`config.mk`:
```
export PLATFORM = sky130hd
export DESIGN_NAME = sd_if_encoder
export DESIGN_NICKNAME = d
export VERILOG_FILES = /design/src/rtl/sd_if_encoder.sv
export SDC_FILE = /design/constraint.sdc
export NUM_CORES = 1
export LEC_CHECK = 0
export ABC_CLOCK_PERIOD_IN_PS = 7060
export BUFFER_PORTS_ARGS = -buffer_cell sky130_fd_sc_hd__buf_2
export CAP_MARGIN = 5
export CORE_UTILIZATION = 60
export CTS_CLUSTER_DIAMETER = 80
export DETAILED_ROUTE_END_ITERATION = 12
export PLACE_DENSITY_LB_ADDON = 0.08
export SLEW_MARGIN = 20
export SYNTH_ARGS = -nofsm -noshare
export SYNTH_HDL_FRONTEND = slang
export SYNTH_SLANG_ARGS = --single-unit
```
`constraint.sdc`:
```
create_clock -name clk -period 7.06 [get_ports clk]
set_clock_uncertainty 0.05 [all_clocks]
set_input_delay 1.059 -clock clk [delete_from_list [all_inputs] [get_ports clk]]
set_output_delay 1.059 -clock clk [all_outputs]
set_load 0.02 [all_outputs]
```
`src/rtl/sd_if_encoder.sv`:
```
module sd_if_encoder #(
  parameter int DATA_W = 16,
  parameter int THR_W  = 16,
  parameter int ACC_W  = 32,
  parameter int CNT_W  = 24
) (
  input  logic                     clk,
  input  logic                     rst,
  input  logic                     in_valid,
  input  logic signed [DATA_W-1:0] in_data,
  input  logic        [THR_W-1:0]  threshold,
  input  logic        [THR_W-1:0]  fb_weight,
  output logic                     spike,
  output logic        [CNT_W-1:0]  spike_count,
  output logic        [CNT_W-1:0]  input_sum
);
  localparam int AEXT = ACC_W - DATA_W;
  localparam int TEXT = ACC_W - THR_W;
  localparam int SEXT = CNT_W - DATA_W;

  logic signed [ACC_W-1:0] membrane;
  logic signed [ACC_W-1:0] data_ext, thr_ext, wgt_ext, charged;
  logic                    fire;

  assign data_ext = {{AEXT{in_data[DATA_W-1]}}, in_data};
  assign thr_ext  = {{TEXT{1'b0}}, threshold};
  assign wgt_ext  = {{TEXT{1'b0}}, fb_weight};
  assign charged  = membrane + data_ext;
  assign fire     = in_valid && (charged >= thr_ext);

  always_ff @(posedge clk) begin
    if (rst) begin
      membrane    <= '0;
      spike       <= 1'b0;
      spike_count <= '0;
      input_sum   <= '0;
    end else begin
      spike <= fire;
      if (in_valid) begin
        membrane  <= fire ? charged - wgt_ext : charged;
        input_sum <= input_sum + {{SEXT{in_data[DATA_W-1]}}, in_data};
      end
      if (fire) spike_count <= spike_count + 1'b1;
    end
  end
endmodule

```
; After elaboration in Yosys (flattened, before gate mapping)
; Index checks and enable logic that the tools add are counted.
[word_totals]
register_bits = 81
latch_bits = 0
ramBits = 0
romBits = 0
out_inout_bits = 49
n_memories = 0
[op_classes]
n_addsub = 4
n_mul = 0
div_mod_pow = 0
n_lt_le_gt_ge = 1
n_eq_ne = 0
shift = 0
muxes = 1
bitwise_logic = 0
reduce_logical = 1
[op_table]
columns = operator, count
row1 = $add 32x16->32, 1
row2 = $ge 32x17->1, 1
row3 = $mux 32, 1
row4 = $sub 32x17->32, 1
row5 = $add 24x1->24 const B, 1
row6 = $add 24x24->24, 1
row7 = $logic_and 1x1->1, 1

; Logic depth before layout (Yosys ltp)
; Gate-level depths: netlist (run 1).
[depth]
ltp_word = 4
depth_mapped = 19
ltp_nobuf = 17

; Least setup slack after synthesis (run 1)
; Ideal clock, no wire load.
[synth_path]
path_type = input-to-reg
start = input in_data[0]
end = register membrane[30]
setup_ns = 0.091
arrival_time_ns = 5.183
t_required_ns = 6.919
slack_ns = 1.736
path_stages = 18
n_path_buf = 1
cell_sequence = ha_1 > fa_1 > a211oi_1 > o21bai_1 > a21oi_1 > xnor2_1 > ha_1 > o21ai_0 > nor2_1 > a41oi_1 > nor4b_1 > o31ai_1 > nand3_1 > nand2_1 > or4_1 > clkbuf_1 > or4_1 > a311oi_1
[synth_between]
elab_chain_len = 4
word_cells_on_any_way = 5
cone_classes = add/sub (2) / order compare (1) / mux (1) / reduce/logical (1)
[synth_lines]
columns = element, line_no
row1 = "start, declared", 10  ; input logic signed [DATA_W-1:0] in_data,
row2 = $add 32x16->32 (*), 28  ; assign charged = membrane + data_ext;
row3 = $ge 32x17->1, 29  ; assign fire = in_valid && (charged >= thr_ext);
row4 = $logic_and 1x1->1, 29
row5 = $mux 32 (*), 40  ; membrane <= fire ? charged - wgt_ext : charged;
row6 = "end signal, assigned", 40
row7 = "end, declared", 21  ; logic signed [ACC_W-1:0] membrane;
; Mark *: on every way between the ends. The rest lies on a longest branch, timed or not.
; A chain may end at the register's enable or synchronous reset.

; Final worst setup path (run 1)
; Same ends and word-level chain as after synthesis.

==> metrics, run 1 <==
status=complete, no violations; register area=0.00162 mm2; CTS Buf Count=9; Worst Path Arrival=a little under 6 ns; Final Cell Area=0.00916 mm2; First DRT Iteration DRCs=540; Synthesized Nets=between 1000 and 1500; Resized cells post-CTS=0; setup TNS=0 ns; cts hold-fix bufs=0; synthesized flop and latch total=81; kind of critical path=input pin to flip-flop; startpoint type of the worst setup path=input pin; area of the multi-input gates=0.00626 mm2; Max Cap Violations=0; Met1 Routed Length=10100 um; Root Buffer=clkbuf_16; R2R cell count=17; GRT Total Usage=0.309; Achievable Freq=0.176 GHz; die height=120 um; Cell Pwr Density=approximately 320 mW/mm2; Peak VDD IR=0.225 mV; Post-Synthesis Cells=1091; Sw Pwr=between 1000 and 1500 uW; post-CTS setup buffer count=0; cell taking the most area after synthesis=dfxtp_1; n_diodes=0; top cell family by delay on the critical path=simple AND/OR/NAND/NOR gates; Clk pin slew, worst setup/hold paths=around 0.07 ns; final WL=between 20000 and 25000 um; WP depth=18; vias in the first global route=7431; Met2 Wirelength=10200 um; RSZ-0062 raised after global routing=no; met3 WL=1220 um; Core Util, Final=0.681; Clk pwr share=0.160; DRC viols=0; Pleak=roughly 0.0041 uW; synth unique cells=81; Starting Density=0.623; register area share after synthesis=0.194; Placed Area=0.00887 mm2; Core Box Area=0.0135 mm2; Post-Synthesis Cell Area=0.00838 mm2; Post-synth EDFFs=0; Comb power frac=0.640; worst hold slack=between 0.4 and 0.5 ns; endpoints failing setup=0; largest net degree at the start of global routing=94; min Tclk post-route=5.69 ns; average wire per standard cell=16.6 um; worst path bufs/invs=1; switch share=0.482; remaining global-route overflow=0; worst-path fanout max=10; io pins=100; crit path cell chain=buf_2 > ha_1 > fa_1 > a211oi_1 > o21ai_1 > a31oi_2 > xnor2_1 > ha_1 > nand3_1 > nand2_1 > a41oi_1 > nor4b_1 > o31ai_1 > nand3_1 > nand2_1 > or4_1 > or4_1 > a311oi_1; DR vias=8300; Synth warnings=0; critical path's slowest cell=or4_1; top cell type's share of synthesized area=0.194; Final WS setup=1.37 ns; HP Class=flip-flop to flip-flop; Seq pwr share=0.200; Slew @ Worst Pin=~1.0 ns; H-tree depth=3; die span in x=120 um; Hold Path Depth=2; Post-synth ARST share=0; placed wire-length estimate=16600 um; router iterations before antenna repair=5; layout cell share with drive strength beyond 1=0.144; WP data required=7.27 ns; initial antenna violation count=0; worst-skew pair later-pin latency=0.36 ns; Top Layer Used=met4; Mapped Avg Cell Area=~7.7 um2; Sink Count=81; period utilization=0.806; first-pass GRT wire length=roughly 36000 um; area grow syn2layout=9.32%; Slew Viols, Final=0; Worst Setup End Kind=flip-flop; largest cells by area after synthesis=dfxtp_1, ha_1, nor2_1; DP Worst Slack=1.06 ns; Worst slew margin=0.309; vias per cell=6.23; Rows=42; Internal=1520 uW; Final Hold Fails=0; DIE AREA=0.0144 mm2; Synth Flop Type=dfxtp_1; global placement routability congestion=0.954; fin nets=1292; CTS Buffer Depth=2; CTS tree=done; DRT antenna net count=0; port bufs=99; slowest cell delay on critical path=slightly above 0.6 ns; Fillers=approximately 1200
stage by stage:
step	power [uW]	std cells
floorplan	2050	1091
global placement	2410	1316
detailed placement	2440	1316
CTS	2910	1332
global route	3170	1332
finish	2930	1332
per-layer routing:
layer	GRT usage	up-vias
li1	-	4201
met1	0.404	3815
met2	0.510	253
met3	0.0551	31
met4	0.100	0
met5	0	-
tightest hold or removal path: cells and delay by family, from the launching register on:
kind / cells / cell delay [ns]
AOI/OAI and AO/OA: 1 / 0.05
DFF: 1 / 0.32
and+or+nand+nor: 1 / 0.06
power groups by stage:
stage	combinational, uW	sequential, uW	clock, uW
after global routing	2080	594	496
after detailed placement	1840	595	0
after CTS	1850	586	477
after floorplan	1450	607	0
final	1880	586	469
after global placement	1820	594	0
state kept, by name, indices dropped and copies added, names as in the netlist:
signal and flops:
input_sum 24, spike 1, spike_count 24, membrane 32
Yosys cell counts, types with 4 or more instances:
cell type,n
a211o_1,4
a211oi_1,13
a21o_1,28
a21oi_1,68
a311oi_1,5
a311oi_2,12
a31oi_1,12
and2_1,5
and3_1,17
and4_1,9
buf_1,8
buf_2,5
clkbuf_1,36
dfxtp_1,81
ha_1,87
inv_1,58
mux2_2,8
mux2i_1,16
nand2_1,87
nand2b_1,13
nand3_1,33
nand3b_1,4
nand4_1,19
nor2_1,106
nor2b_1,22
nor3_1,39
nor4_1,15
o211ai_1,12
o21a_1,13
o21ai_0,42
o21bai_1,9
o22a_1,4
o22ai_1,4
o311ai_0,9
o31a_1,4
o31ai_1,24
o41ai_1,4
or2_2,11
or3_1,12
or4_1,20
xnor2_1,31
xor2_1,17
cells in the final DEF, fill, tap and decap left out, types with 33 or more instances in the layout:
| cell | instances |
|---|---|
| ha_1 | 87 |
| nand3_1 | 33 |
| nor2_1 | 106 |
| buf_2 | 97 |
| nor3_1 | 39 |
| dfxtp_1 | 81 |
| a21oi_1 | 68 |
| inv_1 | 57 |
| o21ai_0 | 42 |
| nand2_1 | 87 |
kinds of logic after synthesis:
logic type	Yosys count	synth area share
buffers and inverters	114	0.0587
XOR/XNOR	48	0.0502
AND/OR/NAND/NOR	425	0.261
flip-flops	81	0.194
AO/OA/AOI/OAI	309	0.270
multiplexers	24	0.0299
adder cells (fa/ha/maj)	90	0.137
layout make-up:
cell class              count  share of cell area
clock inverters             6             0.00547
flip-flops and latches     81               0.177
inverters                  58              0.0238
repair buffers            105              0.0596
multi-input cells         896               0.684
well taps                 176              0.0240
clock buffers              10              0.0261
path summary, 6_finish.rpt:
path / slack, ns / startpoint / end
hold / removal: 0.43 / input_sum[4] / input_sum[4]
hold reg to reg: 0.43 / input_sum[4] / input_sum[4]
setup reg to reg: 1.88 / membrane[0] / membrane[30]
setup / recovery: 1.37 / in_data[0] / membrane[30]
No activity file was read; power rests on OpenSTA's default activity.
==> run 2: changes to the inputs <==
Settings changed: ABC_CLOCK_PERIOD_IN_PS 7060 to 4900, CORE_UTILIZATION 60 to 55.
Clock period 7.06 ns to 4.9 ns, I/O delays scaled along.
==> run 2 against run 1 <==
  * The run now ends with design-rule violations left
  * Hold slack gained 0.010 ns
  * Final cell count increased by 9.1%
  * Clock power grew 66%
  * Core utilization rose by 1.5 points
  * Die area increased by 8.9%
  * Routed wire length grew 8.4%
  * Via count rose by 6.2%
  * Largest cell class unchanged
==> metrics, run 2 (synthesized netlist as in run 1, its figures left out) <==
status=finished with violations (was complete, no violations); setup TNS=0 ns (unchanged); initial antenna violation count=0 (unchanged); startpoint type of the worst setup path=input pin (unchanged); Fillers=1229 (was 1221); First DRT Iteration DRCs=590 (was 540); placed cell count=1434 (was 1316); crit path cell chain=buf_6 > ha_4 > a211o_4 > a2111oi_4 > o21bai_1 > xor2_1 > ha_1 > o21ai_2 > nor2_2 > o21a_1 > o221ai_2 > a31oi_2 > o41ai_2 > buf_4 > nand2_2 > or3_4 > or4_1 > a311oi_1 (was buf_2 > ha_1 > fa_1 > a211oi_1 > o21ai_1 > a31oi_2 > xnor2_1 > ha_1 > nand3_1 > nand2_1 > a41oi_1 > nor4b_1 > o31ai_1 > nand3_1 > nand2_1 > or4_1 > or4_1 > a311oi_1); commonest non-fill, non-tap cells in the layout=buf_4, nor2_1, buf_2 (was nor2_1, buf_2, nand2_1, ha_1, dfxtp_1); die span in x=125 um (was 120 um); Final Hold Fails=0 (unchanged); max reg flops=32 (unchanged); cts hold-fix bufs=0 (unchanged); Biggest register=membrane (unchanged); DRT antenna net count=0 (unchanged); total chip power=5010 uW (was 2930 uW); Worst Setup End Kind=flip-flop (unchanged); die height=125 um (was 120 um); Peak VDD IR=0.309 mV (was 0.225 mV); Slew Viols, Final=0 (unchanged); Core Box Area=0.0147 mm2 (was 0.0135 mm2); DIE AREA=0.0157 mm2 (was 0.0144 mm2); final WL=23900 um (was 22100 um); Starting Density=0.570 (was 0.623); H-tree depth=3 (unchanged); worst hold slack=0.438 ns (was 0.428 ns); global placement routability congestion=0.932 (was 0.954); port bufs=99 (unchanged); n_diodes=0 (unchanged); min Tclk post-route=4.76 ns; WP data required=5.11 ns (was 7.27 ns); Clk pin slew, worst setup/hold paths=0.07 ns (about the same); GRT Total Usage=0.305 (was 0.309); endpoints failing setup=0 (unchanged); Rows=44 (was 42); registers with the most flip-flops=membrane (32), input_sum (24), spike_count (24) (unchanged); fin nets=1405 (was 1292); critical path's slowest cell=or4_1 (unchanged); remaining global-route overflow=0 (unchanged); vias in the first global route=8024 (was 7431); worst-skew pair later-pin latency=0.35 ns (was 0.36 ns); CTS Buffer Depth=2 (unchanged); average wire per standard cell=16.5 um (was 16.6 um); placed wire-length estimate=18500 um (was 16600 um); layout cell share with drive strength beyond 1=0.232 (was 0.144); Cell Pwr Density=490 mW/mm2 (was 320 mW/mm2); vias per cell=6.07 (was 6.23); CTS tree=done (unchanged); HP Class=flip-flop to flip-flop (unchanged); DRC viols=5 (was 0); worst-path fanout max=4 (was 10); Final Cell Area=0.0102 mm2 (was 0.00916 mm2); commonest non-fill, non-tap cell in the layout=buf_4 (was nor2_1); router iterations before antenna repair=9 (was 5); io pins=100 (unchanged); Achievable Freq=~0.21 GHz; final cell count without fillers=1453 (was 1332); kind of critical path=input pin to flip-flop (unchanged); DR vias=8813 (was 8300); first-pass GRT wire length=39200 um (was 36000 um); Placed Area=0.00975 mm2 (was 0.00887 mm2); failing checks=design-rule violations; CTS Buf Count=9 (unchanged); area grow syn2layout=22.0% (was 9.32%); Pleak=0.00476 uW (was 0.00414 uW); Slew @ Worst Pin=0.644 ns (was 1.04 ns); Sink Count=81 (unchanged); Root Buffer=clkbuf_16 (unchanged); period utilization=0.971; Worst slew margin=0.571 (was 0.309); Worst Path Arrival=4.97 ns (was 5.90 ns); RSZ-0062 raised after global routing=yes (was no); Max Cap Violations=0 (unchanged); largest net degree at the start of global routing=61 (was 94); slowest cell delay on critical path=0.50 ns (was 0.62 ns)
run 2: worst paths after layout:
kind	from	to	slack, ns	depth (start not counted)
setup / recovery	in_data[1]	membrane[25]	0.14	18
hold / removal	spike_count[23]	spike_count[23]	0.44	2
setup reg to reg	membrane[1]	membrane[25]	0.23	17
hold reg to reg	spike_count[23]	spike_count[23]	0.44	2
run 2: power by group:
group / internal (uW) / total [uW] / switching [uW]
registers: 764 / 849 / 84.5
logic: 1560 / 3380 / 1820
clock network: 467 / 777 / 310
total: 2790 / 5010 / 2210
run 2: area by class of cell:
cell class,count,area [um2],area share
clock buffers,10,239,0.0234
clock inverters,6,95.1,0.00930
repair buffers,218,1450,0.142
flip-flops and latches,81,1620,0.159
multi-input cells,896,6370,0.623
inverters,58,218,0.0213
well taps,184,230,0.0225
run 2: what timing repair did:
action | in CTS | in global routing
buffers inserted | 0 | 3
setup endpoints to repair | 0 | 30
gates resized for setup | 0 | 24
run 2: per-layer routing:
layer	routed length [um]	GRT usage
met5	0	0
met4	435	0.0954
met3	1300	0.0342
met2	10800	0.504
met1	11400	0.416
run 2: metrics by stage:
stage	util	setup slack, ns
2_1_floorplan	-	0.0222
3_3_place_gp	0.663	-0.208
3_5_place_dp	0.663	-0.278
4_1_cts	0.686	0.0635
5_1_grt	0.695	-0.101
6_report	0.695	0.144
run 2: critical path, delay by kind of cell:
kind | cells | cell delay (ns)
XOR/XNOR | 1 | 0.28
AND/OR/NAND/NOR | 4 | 1.03
buffers and inverters | 2 | 0.29
AO/OA/AOI/OAI | 9 | 2.08
adder cells (fa/ha/maj) | 2 | 0.55
